==> src/rtl/split_acc_pkg.sv <==
package split_acc_pkg;
  localparam int ACC_W  = 64;
  localparam int HALF_W = ACC_W / 2;
  localparam int SIGN_W = 56;

  typedef logic [ACC_W-1:0]  acc_t;
  typedef logic [HALF_W-1:0] half_t;

  // Sign-extend the low SIGN_W bits of a raw word to the full width.
  function automatic acc_t sext_view(input acc_t raw);
    acc_t r;
    for (int i = 0; i < ACC_W; i++)
      r[i] = (i < SIGN_W) ? raw[i] : raw[SIGN_W-1];
    return r;
  endfunction

  // Apply the half writes to a stored word. Each enabled half is replaced
  // and each half that is not enabled is carried over.
  function automatic acc_t merge_halves(input acc_t cur, input logic lo_en,
                                        input half_t lo_v, input logic hi_en,
                                        input half_t hi_v);
    acc_t r;
    r = cur;
    if (lo_en) r[HALF_W-1:0]     = lo_v;
    if (hi_en) r[ACC_W-1:HALF_W] = hi_v;
    return r;
  endfunction
endpackage

==> src/rtl/split_acc_store.sv <==
module split_acc_store
  import split_acc_pkg::*;
(
  input  logic  clk,
  input  logic  rst_n,
  input  logic  full_we,
  input  acc_t  full_wdata,
  input  logic  lo_we,
  input  half_t lo_wdata,
  input  logic  hi_we,
  input  half_t hi_wdata,
  output acc_t  raw_q
);
  logic merge_ev;
  acc_t next_raw;

  assign merge_ev = !full_we && (lo_we || hi_we);

  always_comb begin
    if (full_we)       next_raw = full_wdata;
    else if (merge_ev) next_raw = merge_halves(raw_q, lo_we, lo_wdata, hi_we, hi_wdata);
    else               next_raw = raw_q;
  end

  always_ff @(posedge clk) begin
    if (!rst_n) raw_q <= '0;
    else        raw_q <= next_raw;
  end

  p_reset_zero_r1: assert property (@(posedge clk) !rst_n |=> raw_q == '0);
  p_full_exact_r2: assert property (@(posedge clk) disable iff (!rst_n)
    full_we |=> raw_q == $past(full_wdata));
  p_lo_keeps_hi_r4: assert property (@(posedge clk) disable iff (!rst_n)
    (lo_we && !hi_we && !full_we) |=> $stable(raw_q[ACC_W-1:HALF_W]));
  p_hi_keeps_lo_r5: assert property (@(posedge clk) disable iff (!rst_n)
    (hi_we && !lo_we && !full_we) |=> $stable(raw_q[HALF_W-1:0]));
  p_both_halves_r8: assert property (@(posedge clk) disable iff (!rst_n)
    (hi_we && lo_we && !full_we) |=> raw_q == {$past(hi_wdata), $past(lo_wdata)});
endmodule

==> src/rtl/split_acc_view.sv <==
module split_acc_view
  import split_acc_pkg::*;
(
  input  logic  clk,
  input  logic  rst_n,
  input  acc_t  raw_q,
  output acc_t  ext_q,
  output half_t ext_hi,
  output half_t ext_lo
);
  assign ext_q  = sext_view(raw_q);
  assign ext_hi = ext_q[ACC_W-1:HALF_W];
  assign ext_lo = ext_q[HALF_W-1:0];

  p_sign_fill_r3: assert property (@(posedge clk) disable iff (!rst_n)
    ext_q[ACC_W-1:SIGN_W] == {(ACC_W-SIGN_W){raw_q[SIGN_W-1]}});
  p_low_pass_r2: assert property (@(posedge clk) disable iff (!rst_n)
    ext_q[SIGN_W-1:0] == raw_q[SIGN_W-1:0]);
endmodule

==> src/rtl/split_acc.sv <==
module split_acc
  import split_acc_pkg::*;
(
  input  logic        clk,
  input  logic        rst_n,
  input  logic        full_we,
  input  logic [63:0] full_wdata,
  input  logic        lo_we,
  input  logic [31:0] lo_wdata,
  input  logic        hi_we,
  input  logic [31:0] hi_wdata,
  output logic [63:0] rd_data,
  output logic [31:0] rd_hi,
  output logic [31:0] rd_lo
);
  acc_t raw_q;

  split_acc_store u_store (
    .clk(clk), .rst_n(rst_n),
    .full_we(full_we), .full_wdata(full_wdata),
    .lo_we(lo_we), .lo_wdata(lo_wdata),
    .hi_we(hi_we), .hi_wdata(hi_wdata),
    .raw_q(raw_q)
  );

  split_acc_view u_view (
    .clk(clk), .rst_n(rst_n), .raw_q(raw_q),
    .ext_q(rd_data), .ext_hi(rd_hi), .ext_lo(rd_lo)
  );

  p_full_wins_r6: assert property (@(posedge clk) disable iff (!rst_n)
    (full_we && (lo_we || hi_we)) |=> rd_data[55:0] == $past(full_wdata[55:0]));
  p_halves_r7: assert property (@(posedge clk) disable iff (!rst_n)
    {rd_hi, rd_lo} == rd_data);
endmodule

==> config.mk <==
export PLATFORM = sky130hd
export DESIGN_NAME = split_acc
export DESIGN_NICKNAME = d
export VERILOG_FILES = /design/src/rtl/split_acc_pkg.sv /design/src/rtl/split_acc_store.sv /design/src/rtl/split_acc_view.sv /design/src/rtl/split_acc.sv
export SDC_FILE = /design/constraint.sdc
export NUM_CORES = 1
export LEC_CHECK = 0
export ABC_AREA = 1
export BUFFER_PORTS_ARGS = -buffer_cell sky130_fd_sc_hd__buf_2
export CAP_MARGIN = 20
export CORE_MARGIN = 5
export CORE_UTILIZATION = 25
export DETAILED_ROUTE_END_ITERATION = 7
export GPL_ROUTABILITY_DRIVEN = 0
export PLACE_DENSITY = 0.67
export SKIP_CTS_REPAIR_TIMING = 1
export SYNTH_ARGS = -nofsm -noshare
export SYNTH_HDL_FRONTEND = slang
export SYNTH_SLANG_ARGS = --single-unit
==> constraint.sdc <==
create_clock -name clk -period 2 [get_ports clk]
set_input_delay 0.5 -clock clk [delete_from_list [all_inputs] [get_ports clk]]
set_output_delay 0.5 -clock clk [all_outputs]
set_load 0.1 [all_outputs]
## After elaboration in Yosys (flattened, before gate mapping)

Cells that the tools add are included.

| storage, ports and cells | value |
|---|---|
| register bits | 56 |
| input bits | 133 |
| output and inout bits | 128 |
| logic and storage cells | 14 |

| operators by class | value |
|---|---|
| muxes and demuxes | 4 |
| reductions and logical operators | 8 |

Operators by type and width:

| operator | count |
|---|---|
| 2-to-1 mux 56 bit | 2 |
| 2-to-1 mux 32 bit | 1 |
| 2-to-1 mux 24 bit | 1 |
| nonzero test 2 bit | 3 |
| AND reduction 2 bit | 2 |
| logical AND 1 bit | 1 |
| logical NOT 1 bit | 1 |
| logical OR 1 bit | 1 |

## Depth between registers and ports, before layout

| depth | value |
|---|---|
| depth after elaboration | 4 |
| gate-level depth with buffers | 7 |
| gate-level depth less buffers | 5 |

## Hierarchy

From an unflattened synthesis, not the netlist that was laid out.

| unflattened totals | value |
|---|---|
| cell total of the unflattened synthesis | 613 |
| area total of the unflattened synthesis | 3995.1 um^2 |

Modules (own cells, without submodules):

| module | times used | cells an instance | area each (um^2) | sequential area each (um^2) |
|---|---|---|---|---|
| split_acc_store | 1 | 485 | 3034.2 | 1281.2 |
| split_acc_view | 1 | 128 | 960.9 | 0.0 |

## Worst setup path before layout

Ideal clock, no wire load.

| timing | value |
|---|---|
| path type | register to output |
| start | reg u_store.raw_q[55] |
| end | out rd_data[56] |
| arrival time | 1661 ps |
| data required time | 1500 ps |
| path slack | -161 ps |
| cell stages (with the launch flop) | 2 |
| path buffers | 1 |
| cells stage by stage | dfxtp_1 -> buf_4 |

RTL lines:

| element | RTL line | source |
|---|---|---|
| start, declared | split_acc_store.sv:12 | `output acc_t raw_q` |
| start signal, assigned | split_acc_store.sv:27 | `else raw_q <= next_raw;` |
| end, declared | split_acc.sv:12 | `output logic [63:0] rd_data,` |

No word-level cell between the ends.

## Worst setup path in the final report

| timing | value |
|---|---|
| start | reg u_store.raw_q[55] |
| end | out rd_data[56] |

No word-level cell between the ends.

==> results.yml <==
power:
  power_mw: 4.04
  power_density_nw_per_um2: 955
  power_leakage_nw: 2.72
  irDropWorstVdd_mv: 0.374
  clockPowerShare_pct: 24.9
  p_seq_share_pct: 31.0
  switching_share_pct: 48.9
  switchingPower_mw: 1.97
  p_int_mw: 2.06
  p_comb_share_pct: 44.1
sta:
  finalHoldViolCount: 0
  setup_viol: 0
  fin_skew_ns: 0
  max_freq_ghz: 0.564
  finalCritPeriodShare_pct: 88.7
  worstMarginPinSlew_ns: 0.565
  holdWs_ns: 0.493
  drv_slew: 0
  grt_setup_unrepaired: "false"
  relSlewSlack_pct: 62.6
  setup_tns_ns: 0
  finalCriticalPeriod_ns: 1.77
yosys:
  synth.ff_latch_count: 56
  synth_xor_xnor_area_share_pct: 0
  syn_area_um2: 3210
  synth_top_family_by_area: "simple AND/OR/NAND/NOR gates"
  postSynthCellCount: 497
  yosys.cell_types.count: 10
  yosys.area_share.simple_pct: 37.4
  syn-mean-instance-area_um2: 6.46
  synth-adder-area-share_pct: 0
  synth-compound-area-share_pct: 0
  synthMuxAreaShare_pct: 0
  ys_seq_area_share_pct: 34.9
  ys_warn_count: 0
  postSynthNetCount: 630
worst_setup_path:
  crit_fanout: 19
  cpPeakStageDelay_ns: 0.49
  cp_cell_sequence: "buf_2"
  critical_path.top_delay_family: "flip-flops"
  cp.arrival_ns: 1.27
  crit_type: "reg2out"
  critPathSlowestCell: "dfxtp_2"
  path_buf_inv: 1
  start_kind: "flip-flop"
  cp-end-kind: "output pin"
  required_ns: 1.50
die:
  start_util_pct: 25.4
  fp.dieH_um: 123
  core_um2: 12600
  die_area_um2: 15200
  rows: 41
  dieWidth_um: 123
  io_pins: 261
finish:
  largest_reg_flops: 56
  diodes: 0
  finalNetCount: 787
  drive_gt1_share_pct: 40.3
  area_growth_pct: 31.7
  final_common_cell: "buf_2"
  largest-register: "u_store.raw_q"
  layout_common_cells: "244 x buf_2, 168 x nand2_1, 112 x nand3_1"
  reg_top3: "u_store.raw_q (56)"
clocking:
  cts.sinks: 56
  path_clk_slew_ns: 0.08
  clock_tree.buffer_depth: 2
  cts_tree: "built"
  cts_buffers: 5
  clock_latency_ns: 0.29
  root_buffer: "clkbuf_16"
  ctsHtreeMaxLevel: 2
routing:
  routed_wl_mm: 10.4
  drt-vias-per-instance: 4.14
  detail-route-antenna-nets: 0
  vias: 3425
  drtIter0Drc: 98
  dr.pass1.iters: 4
  wl_per_cell_um: 12.6
  drc_errors: 0
min_path:
  hold_class: "in2reg"
status:
  outcome: "completed"
placement:
  portBuffers: 244
  dp_hpwl_mm: 7.88
flow_run:
  max_cap_viol_count: 0
grt:
  overflow: 0
  grt_pass1_wl_mm: 15.4
  grt_pass1_vias: 3027
  grt_usage_pct: 12.9
  antenna_found_initial: 0
  grt_max_degree: 57
-- power by group through the flow --
stage	combinational, mW	clock, mW	sequential, mW
floorplan	1.05	0	1.80
global placement	1.78	0	1.28
detailed placement	1.79	0	1.28
CTS	1.79	1.06	1.25
global route	1.86	1.08	1.26
finish	1.78	1.01	1.25
-- routing by layer --
| layer | part of all wire, % | up-vias | GRT usage (%) |
|---|---|---|---|
| li1 | - | 1764 | - |
| met1 | 41 | 1476 | 15.3 |
| met2 | 48 | 178 | 22.7 |
| met3 | 10 | 7 | 3.93 |
| met4 | 1.1 | 0 | 3.60 |
| met5 | 0 | - | 0 |
-- worst reg2reg max path, cell delays in order (launching register included) --
cell	delay, ns
dfxtp_2	0.49
nand2_1	0.09
nand3_1	0.08
nand2_1	0.05
inv_1	0.05
-- synth_stat cells --
library cell	count	share of area, %
inv_1	56	6.5
nand3_1	112	17
nor2_2	1	0.19
clkbuf_1	13	1.5
buf_4	72	17
nand2_1	168	20
buf_2	17	2.6
nor2_1	1	0.12
dfxtp_1	56	35
inv_2	1	0.12
-- path summary, 6_finish.rpt --
kind	slack [ns]	startpoint	cells after the start	end
max	0.23	u_store.raw_q[55]	1	rd_data[56]
min	0.49	full_wdata[11]	5	u_store.raw_q[11]
max reg2reg	1.19	u_store.raw_q[55]	4	u_store.raw_q[55]
min reg2reg	0.55	u_store.raw_q[4]	4	u_store.raw_q[4]
-- final cells by class --
| class | count | area (um^2) |
|---|---|---|
| Fill cell | 1430 | 8390 |
| Timing Repair Buffer | 252 | 1310 |
| Multi-Input combinational cell | 282 | 1200 |
| Sequential cell | 56 | 1120 |
| Tap cell | 172 | 215 |
| Inverter | 57 | 214 |
| Clock buffer | 5 | 125 |
| Clock inverter | 3 | 42.5 |
-- metrics by stage --
stage                     instance area (um^2)  instances  setup slack, ns  util, %
after floorplan                           3210        497            0.126        -
after global placement                    4060        819            0.372     32.2
after detailed placement                  4060        819            0.358     32.2
after CTS                                 4230        827            0.196     33.5
after global routing                      4230        827            0.157     33.5
final                                     4230        827            0.227     33.5
-- cell families (layout without fill, tap and decap cells) --
kind of cell | after synthesis | count (layout)
DFF | 56 | 56
and+or+nand+nor | 282 | 282
buffers and inverters | 159 | 317
(Power assumes the default switching activity.)
